<file path="src/rtl/cs_timing_pkg.sv">
package cs_timing_pkg;

    localparam int LANES  = 4;
    localparam int WAIT_W = 4;
    localparam int CNT_W  = WAIT_W + 2;

    typedef struct packed {
        logic              ext_ack;
        logic              relax;
        logic              setup;
        logic              hold;
        logic              rd_hold;
        logic              wprot;
        logic [WAIT_W-1:0] waits;
    } bank_attr_t;

    typedef enum logic [2:0] {
        ST_IDLE,
        ST_SETUP,
        ST_ACCESS,
        ST_HOLD,
        ST_PROT,
        ST_MISS
    } cyc_state_t;

    localparam bank_attr_t BOOT_ATTR = '{
        ext_ack: 1'b0,
        relax:   1'b0,
        setup:   1'b0,
        hold:    1'b0,
        rd_hold: 1'b0,
        wprot:   1'b0,
        waits:   {WAIT_W{1'b1}}
    };

    // Strobe phase length with internal termination.
    function automatic logic [CNT_W-1:0] strobe_len(input bank_attr_t a);
        logic [CNT_W-1:0] w;
        w = a.relax ? {1'b0, a.waits, 1'b0} : {2'b00, a.waits};
        return CNT_W'(2) + w;
    endfunction

    // Shortest strobe phase with external termination.
    function automatic logic [CNT_W-1:0] ext_min(input bank_attr_t a);
        return a.relax ? CNT_W'(3) : CNT_W'(2);
    endfunction

endpackage

</file>
<file path="src/rtl/cs_bank_decode.sv">
module cs_bank_decode
    import cs_timing_pkg::*;
#(
    parameter int NUM_BANKS = 4,
    parameter int ADDR_W    = 32,
    parameter int TYPE_W    = 3,
    localparam int BANK_W   = (NUM_BANKS > 1) ? $clog2(NUM_BANKS) : 1
) (
    input  logic [ADDR_W-1:0]             req_addr,
    input  logic [TYPE_W-1:0]             req_type,
    input  logic [NUM_BANKS-1:0]          cfg_valid,
    input  logic [NUM_BANKS*ADDR_W-1:0]   cfg_base,
    input  logic [NUM_BANKS*ADDR_W-1:0]   cfg_mask,
    input  logic [NUM_BANKS*TYPE_W-1:0]   cfg_type,
    input  logic [NUM_BANKS*TYPE_W-1:0]   cfg_type_mask,
    input  bank_attr_t [NUM_BANKS-1:0]    attr_tab,
    output logic                          hit,
    output logic [BANK_W-1:0]             hit_bank,
    output bank_attr_t                    hit_attr
);

    logic       [NUM_BANKS-1:0] match;
    bank_attr_t [NUM_BANKS-1:0] attr_eff;

    for (genvar b = 0; b < NUM_BANKS; b++) begin : g_bank
        logic [ADDR_W-1:0] base_b, mask_b;
        logic [TYPE_W-1:0] type_b, tmask_b;
        logic              cmp_ok;

        assign base_b  = cfg_base[b*ADDR_W +: ADDR_W];
        assign mask_b  = cfg_mask[b*ADDR_W +: ADDR_W];
        assign type_b  = cfg_type[b*TYPE_W +: TYPE_W];
        assign tmask_b = cfg_type_mask[b*TYPE_W +: TYPE_W];
        assign cmp_ok  = (((req_addr ^ base_b) & mask_b) == '0) &&
                         (((req_type ^ type_b) & tmask_b) == '0);

        if (b == 0) begin : g_boot
            // Boot select: unconfigured bank 0 claims everything.
            assign match[b]    = !cfg_valid[b] || cmp_ok;
            assign attr_eff[b] = cfg_valid[b] ? attr_tab[b] : BOOT_ATTR;
        end else begin : g_plain
            assign match[b]    = cfg_valid[b] && cmp_ok;
            assign attr_eff[b] = attr_tab[b];
        end
    end

    // Lowest index wins.
    always_comb begin
        hit      = 1'b0;
        hit_bank = '0;
        hit_attr = attr_eff[0];
        for (int b = NUM_BANKS - 1; b >= 0; b--) begin
            if (match[b]) begin
                hit      = 1'b1;
                hit_bank = BANK_W'(b);
                hit_attr = attr_eff[b];
            end
        end
    end

endmodule

</file>
<file path="src/rtl/cs_wait_timer.sv">
module cs_wait_timer
    import cs_timing_pkg::*;
(
    input  logic       clk,
    input  logic       rst,
    input  logic       run,
    input  bank_attr_t attr,
    input  logic       ext_ta,
    output logic       done
);

    logic [CNT_W-1:0] cnt;

    // cnt equals the number of strobe clocks already completed.
    always_ff @(posedge clk) begin
        if (rst || !run) begin
            cnt <= '0;
        end else if (cnt != {CNT_W{1'b1}}) begin
            cnt <= cnt + CNT_W'(1);
        end
    end

    always_comb begin
        if (attr.ext_ack) begin
            done = run && ext_ta && (cnt >= (ext_min(attr) - CNT_W'(1)));
        end else begin
            done = run && (cnt == (strobe_len(attr) - CNT_W'(1)));
        end
    end

endmodule

</file>
<file path="src/rtl/cs_strobe_gen.sv">
module cs_strobe_gen
    import cs_timing_pkg::*;
#(
    parameter int NUM_BANKS = 4,
    localparam int BANK_W   = (NUM_BANKS > 1) ? $clog2(NUM_BANKS) : 1
) (
    input  cyc_state_t           state,
    input  logic [BANK_W-1:0]    bank,
    input  logic                 write,
    input  logic [LANES-1:0]     be,
    output logic                 aval,
    output logic [NUM_BANKS-1:0] cs_n,
    output logic                 oe_n,
    output logic [LANES-1:0]     we_n
);

    logic strobe_on;

    assign strobe_on = (state == ST_ACCESS);
    assign aval      = (state == ST_SETUP) || (state == ST_ACCESS) || (state == ST_HOLD);
    assign oe_n      = !(strobe_on && !write);

    for (genvar b = 0; b < NUM_BANKS; b++) begin : g_cs
        assign cs_n[b] = !(strobe_on && (bank == BANK_W'(b)));
    end

    for (genvar l = 0; l < LANES; l++) begin : g_we
        assign we_n[l] = !(strobe_on && write && be[l]);
    end

endmodule

</file>
<file path="src/rtl/cs_timing_ctrl.sv">
module cs_timing_ctrl
    import cs_timing_pkg::*;
#(
    parameter int NUM_BANKS = 4,
    parameter int ADDR_W    = 32,
    parameter int TYPE_W    = 3
) (
    input  logic                          clk,
    input  logic                          rst,
    input  logic                          req_valid,
    output logic                          req_ready,
    input  logic [ADDR_W-1:0]             req_addr,
    input  logic [TYPE_W-1:0]             req_type,
    input  logic                          req_write,
    input  logic [LANES-1:0]              req_be,
    input  logic [NUM_BANKS-1:0]          cfg_valid,
    input  logic [NUM_BANKS*ADDR_W-1:0]   cfg_base,
    input  logic [NUM_BANKS*ADDR_W-1:0]   cfg_mask,
    input  logic [NUM_BANKS*TYPE_W-1:0]   cfg_type,
    input  logic [NUM_BANKS*TYPE_W-1:0]   cfg_type_mask,
    input  logic [NUM_BANKS*WAIT_W-1:0]   cfg_waits,
    input  logic [NUM_BANKS-1:0]          cfg_relax,
    input  logic [NUM_BANKS-1:0]          cfg_ext_ack,
    input  logic [NUM_BANKS-1:0]          cfg_setup,
    input  logic [NUM_BANKS-1:0]          cfg_hold,
    input  logic [NUM_BANKS-1:0]          cfg_rd_hold,
    input  logic [NUM_BANKS-1:0]          cfg_wprot,
    input  logic                          ext_ta,
    output logic [ADDR_W-1:0]             mem_addr,
    output logic                          mem_aval,
    output logic [NUM_BANKS-1:0]          cs_n,
    output logic                          oe_n,
    output logic [LANES-1:0]              we_n,
    output logic                          ta,
    output logic                          prot_err,
    output logic                          no_match
);

    localparam int BANK_W = (NUM_BANKS > 1) ? $clog2(NUM_BANKS) : 1;

    bank_attr_t [NUM_BANKS-1:0] attr_tab;

    for (genvar b = 0; b < NUM_BANKS; b++) begin : g_attr
        assign attr_tab[b] = '{
            ext_ack: cfg_ext_ack[b],
            relax:   cfg_relax[b],
            setup:   cfg_setup[b],
            hold:    cfg_hold[b],
            rd_hold: cfg_rd_hold[b],
            wprot:   cfg_wprot[b],
            waits:   cfg_waits[b*WAIT_W +: WAIT_W]
        };
    end

    logic              hit;
    logic [BANK_W-1:0] hit_bank;
    bank_attr_t        hit_attr;

    cs_bank_decode #(
        .NUM_BANKS (NUM_BANKS),
        .ADDR_W    (ADDR_W),
        .TYPE_W    (TYPE_W)
    ) i_decode (
        .req_addr      (req_addr),
        .req_type      (req_type),
        .cfg_valid     (cfg_valid),
        .cfg_base      (cfg_base),
        .cfg_mask      (cfg_mask),
        .cfg_type      (cfg_type),
        .cfg_type_mask (cfg_type_mask),
        .attr_tab      (attr_tab),
        .hit           (hit),
        .hit_bank      (hit_bank),
        .hit_attr      (hit_attr)
    );

    cyc_state_t        state, state_nx;
    logic [BANK_W-1:0] cur_bank, last_bank;
    bank_attr_t        cur_attr;
    logic              cur_write;
    logic [LANES-1:0]  cur_be;
    logic [ADDR_W-1:0] cur_addr;
    logic              turn_pend;
    logic              strobe_done;
    logic              same_rd;
    logic              accept;
    logic              cyc_end;

    cs_wait_timer i_timer (
        .clk    (clk),
        .rst    (rst),
        .run    (state == ST_ACCESS),
        .attr   (cur_attr),
        .ext_ta (ext_ta),
        .done   (strobe_done)
    );

    // Turnaround is waived only for a read that hits the same bank again.
    assign same_rd   = hit && !req_write && (hit_bank == last_bank);
    assign req_ready = (state == ST_IDLE) && !(turn_pend && !same_rd);
    assign accept    = req_valid && req_ready;

    always_comb begin
        state_nx = state;
        cyc_end  = 1'b0;
        unique case (state)
            ST_IDLE: begin
                if (accept) begin
                    if (!hit) begin
                        state_nx = ST_MISS;
                    end else if (req_write && hit_attr.wprot) begin
                        state_nx = ST_PROT;
                    end else if (hit_attr.setup) begin
                        state_nx = ST_SETUP;
                    end else begin
                        state_nx = ST_ACCESS;
                    end
                end
            end
            ST_SETUP: state_nx = ST_ACCESS;
            ST_ACCESS: begin
                if (strobe_done) begin
                    if (cur_attr.hold) begin
                        state_nx = ST_HOLD;
                    end else begin
                        state_nx = ST_IDLE;
                        cyc_end  = 1'b1;
                    end
                end
            end
            ST_HOLD: begin
                state_nx = ST_IDLE;
                cyc_end  = 1'b1;
            end
            ST_PROT: state_nx = ST_IDLE;
            ST_MISS: state_nx = ST_IDLE;
            default: state_nx = ST_IDLE;
        endcase
    end

    always_ff @(posedge clk) begin
        if (rst) begin
            state     <= ST_IDLE;
            cur_bank  <= '0;
            last_bank <= '0;
            cur_attr  <= BOOT_ATTR;
            cur_write <= 1'b0;
            cur_be    <= '0;
            cur_addr  <= '0;
            turn_pend <= 1'b0;
        end else begin
            state     <= state_nx;
            turn_pend <= cyc_end && !cur_write && cur_attr.rd_hold;
            if (cyc_end) begin
                last_bank <= cur_bank;
            end
            if (accept) begin
                cur_bank  <= hit_bank;
                cur_attr  <= hit_attr;
                cur_write <= req_write;
                cur_be    <= req_be;
                cur_addr  <= req_addr;
            end
        end
    end

    cs_strobe_gen #(
        .NUM_BANKS (NUM_BANKS)
    ) i_strobe (
        .state (state),
        .bank  (cur_bank),
        .write (cur_write),
        .be    (cur_be),
        .aval  (mem_aval),
        .cs_n  (cs_n),
        .oe_n  (oe_n),
        .we_n  (we_n)
    );

    assign mem_addr = cur_addr;
    assign ta       = (state == ST_ACCESS) && strobe_done;
    assign prot_err = (state == ST_PROT);
    assign no_match = (state == ST_MISS);

endmodule

</file>
<file path="config.mk">
export PLATFORM = sky130hd
export DESIGN_NAME = cs_timing_ctrl
export DESIGN_NICKNAME = d
export VERILOG_FILES = /design/src/rtl/cs_timing_pkg.sv /design/src/rtl/cs_bank_decode.sv /design/src/rtl/cs_wait_timer.sv /design/src/rtl/cs_strobe_gen.sv /design/src/rtl/cs_timing_ctrl.sv
export SDC_FILE = /design/constraint.sdc
export NUM_CORES = 1
export LEC_CHECK = 0
export BUFFER_PORTS_ARGS = -buffer_cell sky130_fd_sc_hd__buf_2
export CAP_MARGIN = 20
export CORE_AREA = 2 2 161 163
export DETAILED_ROUTE_END_ITERATION = 12
export DIE_AREA = 0 0 163 165
export PLACE_DENSITY = 0.53
export SLEW_MARGIN = 10
export SYNTH_ARGS = -nofsm -noshare
export SYNTH_HDL_FRONTEND = slang
export SYNTH_SLANG_ARGS = --single-unit
export TNS_END_PERCENT = 100
</file>
<file path="constraint.sdc">
create_clock -name clk -period 3.45 [get_ports clk]
set_input_delay 0.1725 -clock clk [delete_from_list [all_inputs] [get_ports clk]]
set_output_delay 0.1725 -clock clk [all_outputs]
set_load 0.01 [all_outputs]
</file>
==> impl_metrics.env <==
export IMPL_hp_class="input pin to flip-flop"
export IMPL_cts_resized=0
export IMPL_layout_nets=1525
export IMPL_ys_ff_latch=59
export IMPL_timing_critical_path_arrival_ps=2840
export IMPL_cpPeakStageDelay_ps=690
export IMPL_drv_cap=0
export IMPL_crit_start="req_addr[10]"
export IMPL_wl_um=37600
export IMPL_grt_pass1_wl_um=50900
export IMPL_drive_gt1_share_pct=40.9
export IMPL_r2r_end="last_bank[1]"
export IMPL_core_area_sq_mm=0.0250
export IMPL_fin_crit_sh_pct=87.5
export IMPL_cts_buffer_depth=2
export IMPL_ys_flop_type="dfxtp_1"
export IMPL_synth_most_common_cell="xor2_1"
export IMPL_clkLatencyLatePin_ps=340
export IMPL_cts_clk_slew_worst_paths_ps=60
export IMPL_h_tree_depth=3
export IMPL_grt_max_degree=43
export IMPL_dr_pass1_iters=8
export IMPL_core_rowCount=58
export IMPL_r2r_start="cur_attr[8]"
export IMPL_place_congestion=0.974
export IMPL_period_needed_ps=3020
export IMPL_dp_cells=1472
export IMPL_ys_async_sr_fraction_pct=0
export IMPL_critical_path_class="input pin to primary output"
export IMPL_crit_fanout=5
export IMPL_synth_top_cells_by_count="xor2_1 (143), nand2_1 (124), a22oi_1 (99)"
export IMPL_yosysWarnings=0
export IMPL_die_x_um=163
export IMPL_syn_avg_cell_area_sq_um=7.79
export IMPL_root_buffer="clkbuf_16"
export IMPL_numPortBuffers=413
export IMPL_rsz0062_at_grt="false"
export IMPL_drc_errors=0
export IMPL_muxShareOfSynthArea_pct=8.76
export IMPL_worst_setup_path_start_kind="input pin"
export IMPL_syn_inst=752
export IMPL_start_util_pct=23.4
export IMPL_syn_cell_area_sq_mm=0.00586
export IMPL_cpMostUsedCell="buf_2"
export IMPL_synth_compound_area_share_pct=21.8
export IMPL_cts_hold_buf=0
export IMPL_status="completed"
export IMPL_place_area_sq_mm=0.00837
export IMPL_grt_usage_pct=26.7
export IMPL_stdcell_area_sq_mm=0.00866
export IMPL_yosysTopAreaCellShare_pct=21.4
export IMPL_antenna_found_initial=4
export IMPL_syn_num_nets=1124
export IMPL_hpwlAfterDp_um=32700
export IMPL_yosysSeqAreaShare_pct=20.2
export IMPL_cts_buffers=9
export IMPL_die_area_sq_mm=0.0269
export IMPL_post_drt_wl_per_cell_um=25.2
export IMPL_first_iter_violations=614
export IMPL_layout_cells_non_filler=1489
export IMPL_gr_total_overflow=0
export IMPL_cp_required_ps=3280
export IMPL_routed_via_count=7536
export IMPL_io_pins=414
export IMPL_cts_num_sinks=59
export IMPL_synth_area_leader_cell="xor2_1"
export IMPL_postCtsSetupRepairBufs=0
export IMPL_slew_viol_final=0
export IMPL_slew_headroom_pct=45.1
export IMPL_ys_types=64
export IMPL_synth_top_family_by_area="XOR/XNOR gates"
export IMPL_worst_pin_slew_ps=822
export IMPL_grt_pass1_vias=7585
export IMPL_cts_tree="done"
export IMPL_rrSetupSlack_ps=550
export IMPL_reg2reg_depth=11
export IMPL_netlist_top_cells_area="xor2_1 (21%), dfxtp_1 (20%), a22oi_1 (13%)"
export IMPL_syn_to_final_growth_pct=47.9
export IMPL_synthXorXnorAreaFrac_pct=22.7
export IMPL_finalHoldViolations=0
export IMPL_ir_drop_mv=0.223
export IMPL_fmax_mhz=331
export IMPL_synthAdderAreaFrac_pct=0.854
export IMPL_setup_violations_final=0
export IMPL_viasPerCell=5.06
export IMPL_synth_edf_count=0
export IMPL_final_core_util_pct=34.6
export IMPL_power_density_mw_per_mm2=317
export IMPL_cp_slowest_cell="or4_1"
export IMPL_ant_nets=0
export IMPL_cp_cell_sequence="buf_2, xor2_1, a22oi_1, nand4_1, or4_1, o21a_1, a21oi_1, a21oi_2, o31ai_1, and2_1, buf_2"
export IMPL_die_y_um=165
export IMPL_crit_end="req_ready"
export IMPL_leakage_nw=4.27
export IMPL_whs_ps=74.2
export IMPL_setup_tns_ps=0
export IMPL_crit_path_end_kind="primary output"
export IMPL_finClkSkew_ps=12.0
export IMPL_synth_simple_area_share_pct=20.8
## cells by family (layout without fill, tap and decap cells)
group / after synthesis / after routing
AOI/OAI and AO/OA: 168 / 168
xor gates and xnor gates: 151 / 151
adders and majority gates: 4 / 4
buffers and inverters: 66 / 472
DFF: 59 / 59
muxes: 51 / 51
other: 0 / 1
and+or+nand+nor: 253 / 253
## through the flow
step	power [W]	setup slack (ps)
global placement	0.00184	138
finish	0.00275	433
floorplan	0.00130	579
detailed placement	0.00183	190
CTS	0.00276	446
global route	0.00288	281
## metal layers
layer | global-route usage (%) | routed length [um] | share of wire [%]
met1 | 31.6 | 15200 | 40
met2 | 47.7 | 18800 | 50
met3 | 6.08 | 2380 | 6.3
met4 | 8.41 | 1250 | 3.3
met5 | 0 | 19 | 0.051
## worst max-delay path, delay by kind of cell
family / cells / cell delay, ps
buf+inv: 2 / 440
xor+xnor: 1 / 140
simple gates: 3 / 1080
compound gates: 5 / 1010
## registers in the layout, indices dropped and copies added, names as in the netlist
signal / flops
state: 3
cur_write: 1
turn_pend: 1
cur_attr: 8
mem_addr: 32
i_timer.cnt: 6
cur_be: 4
last_bank: 2
cur_bank: 2
## cell usage in the layout (no fill, tap or decap), drive strengths merged, types with 5 or more instances in the layout
cell / count
and3: 8
clkbuf: 11
a221oi: 6
a21oi: 14
mux2i: 49
buf: 443
nor3: 15
nand3: 21
o21ai: 9
a21boi: 5
dfxtp: 59
xor2: 143
nor2: 21
xnor2: 8
inv: 13
nand3b: 6
o311ai: 6
a22oi: 99
nand2: 124
nand4: 27
## how the worst min path moves through the flow
stage | start | to | cells after the start
6_report | req_be[2] | cur_be[2] | 3
5_1_grt | req_be[3] | cur_be[3] | 3
4_1_cts | req_be[2] | cur_be[2] | 3
3_5_place_dp | req_be[2] | cur_be[2] | 3
3_3_place_gp | req_be[2] | cur_be[2] | 3
2_1_floorplan | req_be[0] | cur_be[0] | 2
## report_power, final
part | internal (W) | switching (W)
Sequential | 0.000733 | 0.0000380
Clock | 0.000575 | 0.000345
Combinational | 0.000460 | 0.000599
Total | 0.00177 | 0.000982
## cell type report
cell class	count	area [sq um]
repair buffers	443	2330
clock inverters	5	52.6
flip-flops and latches	59	1180
fillers	2749	16400
multi-input cells	627	4390
inverters	13	48.8
well taps	330	413
clock buffers	11	243
diodes	1	2.50
(Power assumes the default switching activity.)
